===== config.mk =====
export PLATFORM = sky130hd
export DESIGN_NAME = fault_status_latch
export DESIGN_NICKNAME = d
export VERILOG_FILES = /design/src/rtl/fsl_pkg.sv /design/src/rtl/fsl_sticky.sv /design/src/rtl/fsl_frame_fsm.sv /design/src/rtl/fault_status_latch.sv
export SDC_FILE = /design/constraint.sdc
export NUM_CORES = 1
export LEC_CHECK = 0
export BUFFER_PORTS_ARGS = -buffer_cell sky130_fd_sc_hd__buf_4
export CORE_MARGIN = 1
export CORE_UTILIZATION = 52
export CTS_CLUSTER_DIAMETER = 200
export DETAILED_ROUTE_END_ITERATION = 8
export PLACE_DENSITY = 0.86
export SETUP_SLACK_MARGIN = 0.05
export SLEW_MARGIN = 20
export SYNTH_ARGS = -nofsm -noshare
export SYNTH_HDL_FRONTEND = slang
export SYNTH_SLANG_ARGS = --single-unit
export TNS_END_PERCENT = 1

===== constraint.sdc =====
create_clock -name clk -period 1.8 [get_ports clk]
set_input_delay 0.36 -clock clk [delete_from_list [all_inputs] [get_ports clk]]
set_output_delay 0.36 -clock clk [all_outputs]
set_load 0.01 [all_outputs]

===== src/rtl/fsl_pkg.sv =====
package fsl_pkg;
    typedef enum logic [1:0] {
        FR_IDLE  = 2'd0,
        FR_COUNT = 2'd1,
        FR_OVER  = 2'd2
    } frame_state_e;
endpackage


===== src/rtl/fsl_sticky.sv =====
module fsl_sticky #(
    parameter logic RST_VAL = 1'b0
) (
    input  logic clk,
    input  logic rst_n,
    input  logic set_i,
    input  logic clr_i,
    output logic q_o
);
    always_ff @(posedge clk or negedge rst_n) begin
        if (!rst_n)     q_o <= RST_VAL;
        else if (set_i) q_o <= 1'b1;
        else if (clr_i) q_o <= 1'b0;
    end


    set_wins_chk: assert property (@(posedge clk) disable iff (!rst_n)
        set_i |=> q_o);

    clear_takes_chk: assert property (@(posedge clk) disable iff (!rst_n)
        (clr_i && !set_i) |=> !q_o);

    hold_chk: assert property (@(posedge clk) disable iff (!rst_n)
        (!set_i && !clr_i) |=> $stable(q_o));
endmodule


===== src/rtl/fsl_frame_fsm.sv =====
module fsl_frame_fsm
    import fsl_pkg::*;
#(
    parameter int FRAME_BITS = 8,
    parameter int CW         = $clog2(FRAME_BITS + 2)
) (
    input  logic          clk,
    input  logic          rst_n,
    input  logic          frame_start,
    input  logic          frame_end,
    input  logic          sclk_fall,
    input  logic          sclk_rise,
    output logic          in_frame,
    output logic          fall_evt,
    output logic [CW:0]   fall_idx,
    output logic          short_set,
    output logic          long_set
);
    localparam logic [CW-1:0] BITS_C = CW'(FRAME_BITS);
    localparam logic [CW-1:0] SAT_C  = {CW{1'b1}};

    frame_state_e   state_q, state_d;
    logic [CW-1:0]  fall_cnt_q;
    logic [CW-1:0]  rise_cnt_q;

    always_comb begin
        state_d = state_q;
        unique case (state_q)
            FR_IDLE:  if (frame_start) state_d = FR_COUNT;
            FR_COUNT: begin
                if (frame_end)                                state_d = FR_IDLE;
                else if (sclk_rise && rise_cnt_q == BITS_C)   state_d = FR_OVER;
            end
            FR_OVER:  if (frame_end) state_d = FR_IDLE;
            default:  state_d = FR_IDLE;
        endcase
    end

    always_ff @(posedge clk or negedge rst_n) begin
        if (!rst_n) begin
            state_q    <= FR_IDLE;
            fall_cnt_q <= '0;
            rise_cnt_q <= '0;
        end else begin
            state_q <= state_d;
            if (state_q == FR_IDLE) begin
                if (frame_start) begin
                    fall_cnt_q <= '0;
                    rise_cnt_q <= '0;
                end
            end else if (!frame_end) begin
                if (sclk_fall && fall_cnt_q != SAT_C)
                    fall_cnt_q <= fall_cnt_q + 1'b1;
                if (state_q == FR_COUNT && sclk_rise && rise_cnt_q != BITS_C)
                    rise_cnt_q <= rise_cnt_q + 1'b1;
            end
        end
    end

    always_comb begin
        in_frame  = (state_q != FR_IDLE);
        fall_idx  = {1'b0, fall_cnt_q} + (CW+1)'(1);
        fall_evt  = in_frame && sclk_fall && !frame_end;
        short_set = in_frame && frame_end && (fall_cnt_q < BITS_C);
        long_set  = (state_q == FR_COUNT) && !frame_end && sclk_rise
                    && (rise_cnt_q == BITS_C);
    end


    idle_hold_chk: assert property (@(posedge clk) disable iff (!rst_n)
        (state_q == FR_IDLE && !frame_start) |=> $stable(fall_cnt_q));

    over_entry_chk: assert property (@(posedge clk) disable iff (!rst_n)
        long_set |=> (state_q == FR_OVER));

    frame_close_chk: assert property (@(posedge clk) disable iff (!rst_n)
        (frame_end && in_frame) |=> (state_q == FR_IDLE));
endmodule


===== src/rtl/fault_status_latch.sv =====
module fault_status_latch #(
    parameter int NCH           = 8,
    parameter int FRAME_BITS    = 8,
    parameter int CLR_SHORT_IDX = FRAME_BITS,
    parameter int CLR_LONG_IDX  = 2,
    parameter int CLR_OT_IDX    = 4
) (
    input  logic           clk,
    input  logic           rst_n,
    input  logic           frame_start,
    input  logic           frame_end,
    input  logic           sclk_fall,
    input  logic           sclk_rise,
    input  logic [NCH-1:0] short_flags,
    input  logic           overtemp,
    input  logic           cmd_idle,
    output logic           fault_status
);
    localparam int CW = $clog2(FRAME_BITS + 2);
    localparam logic [CW:0] SHORT_AT = (CW+1)'(CLR_SHORT_IDX);
    localparam logic [CW:0] LONG_AT  = (CW+1)'(CLR_LONG_IDX);
    localparam logic [CW:0] OT_AT    = (CW+1)'(CLR_OT_IDX);

    logic          in_frame, fall_evt, short_set, long_set;
    logic [CW:0]   fall_idx;
    logic          por_q, sfe_q, lfe_q, ot_q;

    fsl_frame_fsm #(.FRAME_BITS(FRAME_BITS), .CW(CW)) u_fsm (
        .clk(clk), .rst_n(rst_n),
        .frame_start(frame_start), .frame_end(frame_end),
        .sclk_fall(sclk_fall), .sclk_rise(sclk_rise),
        .in_frame(in_frame), .fall_evt(fall_evt), .fall_idx(fall_idx),
        .short_set(short_set), .long_set(long_set)
    );

    fsl_sticky #(.RST_VAL(1'b1)) u_por (
        .clk(clk), .rst_n(rst_n), .set_i(1'b0),
        .clr_i(frame_start && !in_frame), .q_o(por_q));

    fsl_sticky #(.RST_VAL(1'b0)) u_sfe (
        .clk(clk), .rst_n(rst_n), .set_i(short_set),
        .clr_i(fall_evt && fall_idx == SHORT_AT), .q_o(sfe_q));

    fsl_sticky #(.RST_VAL(1'b0)) u_lfe (
        .clk(clk), .rst_n(rst_n), .set_i(long_set),
        .clr_i(fall_evt && fall_idx == LONG_AT), .q_o(lfe_q));

    fsl_sticky #(.RST_VAL(1'b0)) u_ot (
        .clk(clk), .rst_n(rst_n), .set_i(overtemp),
        .clr_i(fall_evt && fall_idx == OT_AT && !overtemp), .q_o(ot_q));

    always_comb begin
        fault_status = (|short_flags) | cmd_idle | por_q | sfe_q | lfe_q | ot_q;
    end


    por_release_chk: assert property (@(posedge clk) disable iff (!rst_n)
        (frame_start && !in_frame) |=> !por_q);

    short_visible_chk: assert property (@(posedge clk) disable iff (!rst_n)
        (|short_flags) |-> fault_status);
endmodule


==> results.yml, run 1 <==
placed_design:
  gp_congestion: 0.8288
  dp.cells: 119
  io_buffers: 16
  place_hpwl_mm: 1.268
global_route:
  grt_overflow_total: 0
  grtUsageMet2: 0.3662
  met1_usage: 0.2320
  grt_pass1_vias: 705
  grt_use_total: 0.2065
  antenna_found_initial: 0
  grtUsageMet3: 0.03017
  grt_max_degree: 15
  grt_pass1_wl_mm: 2.801
  busiest_layer: "met2"
setup_path:
  cp-end-kind: "output port"
  arrival_ns: 1.14
  r2r_slack_ns: 0.32
  worstPathRequired_ns: 1.44
  cp_max_fo: 3
  worst_setup_path_start_kind: "flip-flop"
  critPathKind: "reg -> out"
sta:
  fin_crit_sh: 0.8335
  slew_headroom: 0.8221
  hold_viol: 0
  grt_setup_unrepaired: "false"
  worst_pin_slew_ns: 0.2668
  fin_crit_ns: 1.500
  clock_skew_ns: 0.001304
  drv_slew: 0
  fmax_mhz: 666.5
  setup_tns_ns: 0
  finalSetupViolations: 0
  whs_ns: 0.2457
synth:
  ys_ff_latch: 14
  synth-async-reset-ratio: 1.000
  synth_top_area_frac: 0.3829
  synth_compound_area_frac: 0.1473
  synth_top_area_cell: "dfrtp_1"
  ys.warnings.count: 0
  avgSynthCellArea_um2: 9.546
  synth-adder-area-share: 0.07364
  syn-num-nets: 110
  synth_most_common_cell: "dfrtp_1"
  synth_cell_type_count: 38
  synth_ff_type: "dfrtp_1"
  synthSimpleGateAreaFrac: 0.2695
  synth_edf_count: 0
  muxShareOfSynthArea: 0.02504
  synthCells: 89
  netlist_area_um2: 849.6
  ys_top_cells_by_area: "dfrtp_1 38%, ha_1 7.4%, nand3_1 7.1%, dfstp_2 3.1%, inv_1 3.1%"
  yosysSeqAreaShare: 0.4138
  yosys-top-cells-count: "13 x dfrtp_1, 12 x nand3_1, 7 x inv_1"
  synth_top_family_by_area: "simple AND/OR/NAND/NOR gates"
  synth_xor_area_frac: 0.02062
floorplanning:
  io_pins: 17
  die_x_um: 42.42
  start_util: 0.5575
  rows: 14
  chipHeight_um: 42.42
  die_area_mm2: 0.001799
  core_mm2: 0.001524
routing:
  firstDrtPassIters: 4
  routedWlPerCell_um: 14.33
  vias_per_cell: 5.968
  drc: 0
  vias: 740
  wirelength_mm: 1.777
  ant_nets: 0
  drtIter0Drc: 29
cts:
  cts_setup_buffers: 0
  cts_hold_buffers: 1
  clock-sinks: 14
  htreeDepth: 1
  clk_latency_ns: 0.29
  cts_buffers: 3
  clk_pin_slew_worst_paths_ns: 0.09
  cts_tree: "built"
  ctsRootBufferMaster: "clkbuf_4"
  cts_buffer_depth: 2
  cts_resized: 0
power:
  leakagePower_uw: 0.0004745
  ir_worst_vdd_mv: 0.3989
  p_per_area_mw_per_mm2: 695.0
cells_and_area:
  instances_no_fill: 124
  drive_gt1_frac: 0.2315
  n_antenna_cell: 0
  fin_nets: 130
  n_fill_cell: 121
  area_growth_pct: 20.03
min_path:
  hp-class: "in -> reg"
status:
  outcome: "completed"
run:
  maxCapViolCount: 0
[cell usage in the layout, fill, tap and decap left out, drive strengths merged, types with 2 or more instances in the layout]
cell,count
nor4,2
nand3b,2
nor3,2
ha,5
nand4,4
and2,2
o31ai,2
nand2,4
nor2,4
a21oi,2
inv,7
clkbuf,4
nand3,12
dfrtp,13
nor2b,2
xor2,2
buf,16
o21ai,5
[state kept, by name, summed over array words and instances (netlist names)]
name,count
u_fsm.state_q,2
u_fsm.rise_cnt_q,4
u_fsm.fall_cnt_q,4
u_sfe.q_o,1
u_lfe.q_o,1
u_ot.q_o,1
u_por.q_o,1
[path summary, 6_finish.rpt]
kind                                     start             endpoint  depth (start not counted)
max                                  u_sfe.q_o         fault_status                          3
max in group asynchronous                rst_n            u_por.q_o                          2
min reg2reg                           u_ot.q_o             u_ot.q_o                          1
min in group asynchronous                rst_n  u_fsm.rise_cnt_q[0]                          2
max reg2reg                u_fsm.rise_cnt_q[0]  u_fsm.rise_cnt_q[2]                          6
min                                   overtemp             u_ot.q_o                          2
[cell families after synthesis]
family / after synthesis
xor+xnor: 2
compound gates: 18
mux: 2
simple gates: 39
buf+inv: 9
flops: 14
fa+ha+maj: 5
[power by group]
| part | internal [µW] | leakage (µW) | switching, µW |
|---|---|---|---|
| Combinational | 56.9 | 0.000277 | 57.7 |
| Sequential | 332 | 0.000177 | 24.6 |
| Clock | 123 | 0.0000210 | 114 |
[cell type report]
cell class / count / area [µm²] / share of cell area
multi-input combinational: 66 / 455.4 / 0.4466
sequential: 14 / 351.6 / 0.3448
timing repair buffer: 17 / 130.1 / 0.1276
clock buffer: 4 / 36.28 / 0.03558
inverter: 7 / 26.28 / 0.02577
tap: 16 / 20.02 / 0.01963
[layer usage]
| metal | vias up | part of all wire | wire length (µm) |
|---|---|---|---|
| li1 | 362 | - | - |
| met1 | 339 | 0.41 | 734 |
| met2 | 35 | 0.50 | 893 |
| met3 | 4 | 0.069 | 123 |
| met4 | 0 | 0.015 | 26 |
| met5 | - | 0 | 0 |
[stage by stage]
| stage | instance area, µm² | total power, µW | util | setup WS, ns |
|---|---|---|---|---|
| final | 1020 | 708.7 | 0.6691 | 0.2997 |
| after floorplan | 849.6 | 424.7 | - | 0.4284 |
| after detailed placement | 973.4 | 475.5 | 0.6388 | 0.3283 |
| after global placement | 973.4 | 467.1 | 0.6388 | 0.4004 |
| after CTS | 1020 | 710.2 | 0.6691 | 0.2793 |
| after global routing | 1020 | 737.4 | 0.6691 | 0.1210 |
[critical path, stage by stage (launching register included)]
cell and delay (ns):
dfrtp_1 0.41, nor3_1 0.17, nand4_1 0.11, buf_4 0.16
(Power assumes the default switching activity.)
==> run 2, diff against run 1 <==
Settings changed: CORE_UTILIZATION 52 to 47, PLACE_DENSITY 0.86 to 0.83.
Clock period 1.8 ns to 1.2 ns, I/O delays scaled along.
==> run 2 against run 1 <==
Against the previous run: the run now ends with setup timing left; sequential share of layout area is 5.9 points lower; wire length is 21% higher; critical path depth rose by 3; first-iteration DRC count is 10% lower; final area up 21%; clock-buffer cell count unchanged; critical endpoint is now u_fsm.rise_cnt_q[2]; sequential power rose by 47%; global-route usage is 3.7 points higher.
==> results.yml, run 2 (same netlist as run 1, synthesis figures left out) <==
status:
  outcome: "finished, violations left"
  violations: "setup timing"
routing:
  vias: 834
  drtIter0Drc: 26
  wirelength_mm: 2.151
  firstDrtPassIters: 4
  drc: 0
  vias_per_cell: 5.560
  routedWlPerCell_um: 14.34
  ant_nets: 0
min_path:
  hold_depth: 2
  hp-class: "in -> reg"
sta:
  drv_slew: 0
  finalSetupViolations: 11
  slew_headroom: 0.8431
  hold_viol: 0
  fmax_mhz: 707.8
  fin_crit_ns: 1.413
  grt_setup_unrepaired: "true"
  clock_skew_ns: 0.01056
  fin_crit_sh: 1.177
  worst_slack_ns: -0.2128
  setup_tns_ns: -0.7832
  worst_pin_slew_ns: 0.2317
setup_path:
  crit_buf_inv: 1
  critical-path-max-stage-delay_ns: 0.42
  reg2reg_depth: 6
  worst_setup_path_start_kind: "flip-flop"
  crit_path_cell_trace: "inv_2 > ha_4 > nand3b_1 > nand3_2 > mux2_4 > a22o_1"
  worstPathRequired_ns: 1.39
  cp_max_fo: 3
  arrival_ns: 1.61
  critPathKind: "reg -> reg"
  cp-end-kind: "flip-flop"
  crit_family: "flip-flops"
  worst-path-stages: 6
  cpMaxStageDelayCell: "dfrtp_1"
cells_and_area:
  area_growth_pct: 44.92
  n_fill_cell: 99
  n_antenna_cell: 0
  drive_gt1_frac: 0.4683
  reg_top3: "u_fsm.fall_cnt_q: 4 flops, u_fsm.rise_cnt_q: 4 flops, u_fsm.state_q: 2 flops"
  post-route-util: 0.7724
  layout_common_cells: "34 x buf_4, 13 x dfrtp_1, 10 x nand3_1"
  fin_nets: 148
  final_common_cell: "buf_4"
floorplanning:
  chipHeight_um: 44.52
  rows: 14
  io_pins: 17
  die_area_mm2: 0.001982
  start_util: 0.5330
  core_mm2: 0.001594
  die_x_um: 44.52
global_route:
  grt_max_degree: 15
  antenna_found_initial: 0
  grt_pass1_wl_mm: 3.401
  grt_pass1_vias: 811
  grt_use_total: 0.2436
  grt_overflow_total: 0
placed_design:
  io_buffers: 16
  place_hpwl_mm: 1.557
  gp_congestion: 0.7853
power:
  p_per_area_mw_per_mm2: 955.9
  ir_worst_vdd_mv: 0.7011
  power_frac_comb: 0.249
  p_int_uw: 839.4
  clkPwrFrac: 0.306
  pwr-share-seq: 0.445
  p_sw_uw: 337.5
  leakagePower_uw: 0.0005708
  switching_share: 0.2867
cts:
  clk_pin_slew_worst_paths_ns: 0.10
  cts_tree: "built"
  ctsRootBufferMaster: "clkbuf_4"
  htreeDepth: 1
  cts_buffers: 3
  clk_latency_ns: 0.29
  cts_buffer_depth: 2
  clock-sinks: 14
run:
  maxCapViolCount: 0
==> run 2: cell count changes in the layout (fill, tap and decap cells not counted), moves of 2 or more <==
cell	previous run	this run
ha_1	5	3
a21oi_2	0	2
inv_1	7	5
nand3_1	12	10
nand3_2	0	2
buf_4	16	34
inv_2	0	2
a21oi_1	2	0
==> run 2: area by class of cell <==
cell class	count	area (µm²)	area share
well taps	24	30.03	0.02439
clock buffers	4	36.28	0.02947
repair buffers	35	265.3	0.2154
inverters	7	26.28	0.02134
multi-input cells	66	521.8	0.4238
flip-flops and latches	14	351.6	0.2856
==> run 2: power by group through the flow <==
stage	Combinational, µW	Clock (µW)	Sequential [µW]
2_1_floorplan	109	0	531
6_report	293	360	524
3_5_place_dp	242	0	531
5_1_grt	325	378	526
3_3_place_gp	230	0	526
4_1_cts	277	350	518
==> run 2: metrics by stage <==
stage	hold slack, ns	setup WS [ns]	std cells	cell area, µm²	power (µW)
5_1_grt	0.1405	-0.2534	150	1231	1228
3_3_place_gp	0.09966	-0.1702	143	1110	756.2
2_1_floorplan	-0.05559	-0.1599	89	855.8	640.3
3_5_place_dp	0.1032	-0.2396	143	1110	772.8
6_report	0.1279	-0.2128	150	1231	1177
4_1_cts	0.1322	-0.2187	150	1205	1145
==> run 2: worst register-to-register path, delay by kind of cell, from the launching register on <==
kind / cells / cell delay [ns]
AOI/OAI and AO/OA: 1 / 0.18
adders and majority gates: 1 / 0.13
DFF: 1 / 0.42
buffers and inverters: 1 / 0.09
muxes: 1 / 0.29
and+or+nand+nor: 2 / 0.20
==> run 2: path summary, 6_finish.rpt <==
| check | startpoint | slack [ns] | to |
|---|---|---|---|
| worst min-delay path | overtemp | 0.13 | u_ot.q_o |
| max in group asynchronous | rst_n | 0.63 | u_por.q_o |
| min in group asynchronous | rst_n | 0.33 | u_fsm.rise_cnt_q[1] |
| worst max-delay path | u_fsm.rise_cnt_q[1] | -0.21 | u_fsm.rise_cnt_q[2] |
| worst max register to register | u_fsm.rise_cnt_q[1] | -0.21 | u_fsm.rise_cnt_q[2] |
| worst min register to register | u_ot.q_o | 0.50 | u_ot.q_o |
==> run 2: what timing repair did <==
action / CTS / global route
resized for setup: 9 / 7
hold buffers: 1 / 0
endpoints found under the hold margin: 13 / 0
setup buffers: 2 / 0
pin swaps: 6 / 2
endpoints found under the setup margin: 14 / 15
==> run 2: per-layer routing <==
metal / track usage / vias up / routed length [µm]
li1: - / 402 / -
met1: 0.2751 / 390 / 880
met2: 0.4559 / 37 / 1105
met3: 0.03673 / 5 / 128
met4: 0.09091 / 0 / 37
met5: 0 / - / 0
==> run 3, diff against run 2 <==
Settings changed: SKIP_CTS_REPAIR_TIMING from default to 1.
==> run 3 against run 2 <==
Against the previous run: the run still ends with setup timing left; critical endpoint unchanged; critical path type unchanged; final area did not move; worst setup slack worse by 0.028 ns; final cell count did not move; first-iteration DRC count decreased by 3.8%; clock power decreased by 5%; via count down 0.24%; clock-buffer cell count did not move; combinational power fell by 2%; critical path depth did not move; global-route usage shrank 1.0 points; utilization did not move.
==> results.yml, run 3 (same netlist as run 1, synthesis figures left out) <==
power:
  ir_worst_vdd_mv: 0.6992
  p_per_area_mw_per_mm2: 936.2
  leakagePower_uw: 0.0005673
placed_design:
  gp_congestion: 0.7853
  pre_cts_ws_ns: -0.2396
  io_buffers: 16
  place_hpwl_mm: 1.557
global_route:
  grt_pass1_vias: 789
  antenna_found_initial: 0
  grt_use_total: 0.2334
  grt_pass1_wl_mm: 3.263
  grt_overflow_total: 0
  grt_max_degree: 15
routing:
  vias_per_cell: 5.547
  firstDrtPassIters: 5
  ant_nets: 0
  wirelength_mm: 2.163
  vias: 832
  routedWlPerCell_um: 14.42
  drtIter0Drc: 25
  drc: 0
status:
  violations: "setup timing"
  outcome: "finished, violations left"
sta:
  setup_tns_ns: -1.170
  slew_headroom: 0.8526
  grt_setup_unrepaired: "true"
  fin_crit_sh: 1.201
  worst_pin_slew_ns: 0.2191
  finalSetupViolations: 12
  fmax_mhz: 694.1
  hold_viol: 0
  worst_slack_ns: -0.2407
  drv_slew: 0
  clock_skew_ns: 0.004698
  fin_crit_ns: 1.441
cells_and_area:
  reg_top3: "u_fsm.fall_cnt_q: 4 flops, u_fsm.rise_cnt_q: 4 flops, u_fsm.state_q: 2 flops"
  area_growth_pct: 44.92
  fin_nets: 148
  n_fill_cell: 97
  n_antenna_cell: 0
  layout_common_cells: "34 x buf_4, 12 x dfrtp_1, 9 x nand3_1"
  final_common_cell: "buf_4"
  drive_gt1_frac: 0.4683
floorplanning:
  chipHeight_um: 44.52
  start_util: 0.5330
  rows: 14
  core_mm2: 0.001594
  die_x_um: 44.52
  die_area_mm2: 0.001982
  io_pins: 17
run:
  maxCapViolCount: 0
setup_path:
  critPathKind: "reg -> reg"
  cp_max_fo: 4
  arrival_ns: 1.62
  worstPathRequired_ns: 1.38
  cp-end-kind: "flip-flop"
  worst_setup_path_start_kind: "flip-flop"
cts:
  cts_buffer_depth: 2
  cts_tree: "built"
  ctsRootBufferMaster: "clkbuf_4"
  clock-sinks: 14
  htreeDepth: 1
  clk_pin_slew_worst_paths_ns: 0.09
  clk_latency_ns: 0.28
  cts_buffers: 3
min_path:
  hp-class: "in -> reg"
## run 3: cell count changes in the layout (fill, tap and decap cells not counted)
| cell | before | now |
|---|---|---|
| a21oi_1 | 0 | 1 |
| dfrtp_1 | 13 | 12 |
| inv_1 | 5 | 7 |
| dfrtp_2 | 0 | 1 |
| nand3_1 | 10 | 9 |
| ha_4 | 1 | 0 |
| ha_2 | 1 | 2 |
| o311ai_1 | 1 | 0 |
| nand3_2 | 2 | 3 |
| o311ai_2 | 0 | 1 |
| inv_2 | 2 | 0 |
| a21oi_2 | 2 | 1 |
## run 3: final timing paths
path                                  endpoint  cells past startpoint  slack (ns)                start
max in group asynchronous            u_por.q_o                      2        0.62                rst_n
min in group asynchronous  u_fsm.rise_cnt_q[1]                      2        0.34                rst_n
min reg2reg                          u_por.q_o                      1        0.50            u_por.q_o
min                                   u_ot.q_o                      2        0.13             overtemp
max                        u_fsm.rise_cnt_q[2]                      6       -0.24  u_fsm.rise_cnt_q[1]
max reg2reg                u_fsm.rise_cnt_q[2]                      6       -0.24  u_fsm.rise_cnt_q[1]
## run 3: stage by stage
step	utilization	instances	area, µm²	hold WS [ns]	power [µW]
after floorplan	-	89	855.8	-0.05559	640.3
after global placement	0.6962	143	1110	0.09966	756.2
after detailed placement	0.6962	143	1110	0.1032	772.8
after CTS	0.7190	147	1146	-0.2099	1114
after global routing	0.7724	150	1231	0.1383	1216
final	0.7724	150	1231	0.1349	1153
## run 3: metal layers
metal  wire length, µm  up-vias  global-route usage
met5                 0        -                   0
met4                38        0             0.09091
met3               106        6             0.03673
met2              1103       30              0.4324
met1               915      395              0.2648
li1                  -      401                   -
## run 3: power breakdown
part | total (µW) | leakage [µW] | switching (µW) | internal (µW)
sequential | 524 | 0.000175 | 26.1 | 498
clock | 343 | 0.0000210 | 159 | 185
combinational | 286 | 0.000371 | 131 | 154
## run 3: area by class of cell
class / instances / area, µm² / share of cell area
Tap cell: 24 / 30.03 / 0.02439
Sequential cell: 14 / 352.8 / 0.2866
Inverter: 7 / 26.28 / 0.02134
Clock buffer: 4 / 36.28 / 0.02947
Multi-Input combinational cell: 66 / 520.5 / 0.4228
Timing Repair Buffer: 35 / 265.3 / 0.2154
## run 3: critical path: stages, from the launching register on
cell and delay, ns:
dfrtp_1 0.42, inv_1 0.08, ha_2 0.18, nand3b_1 0.11
nand3_2 0.09, mux2_4 0.29, a22o_1 0.18
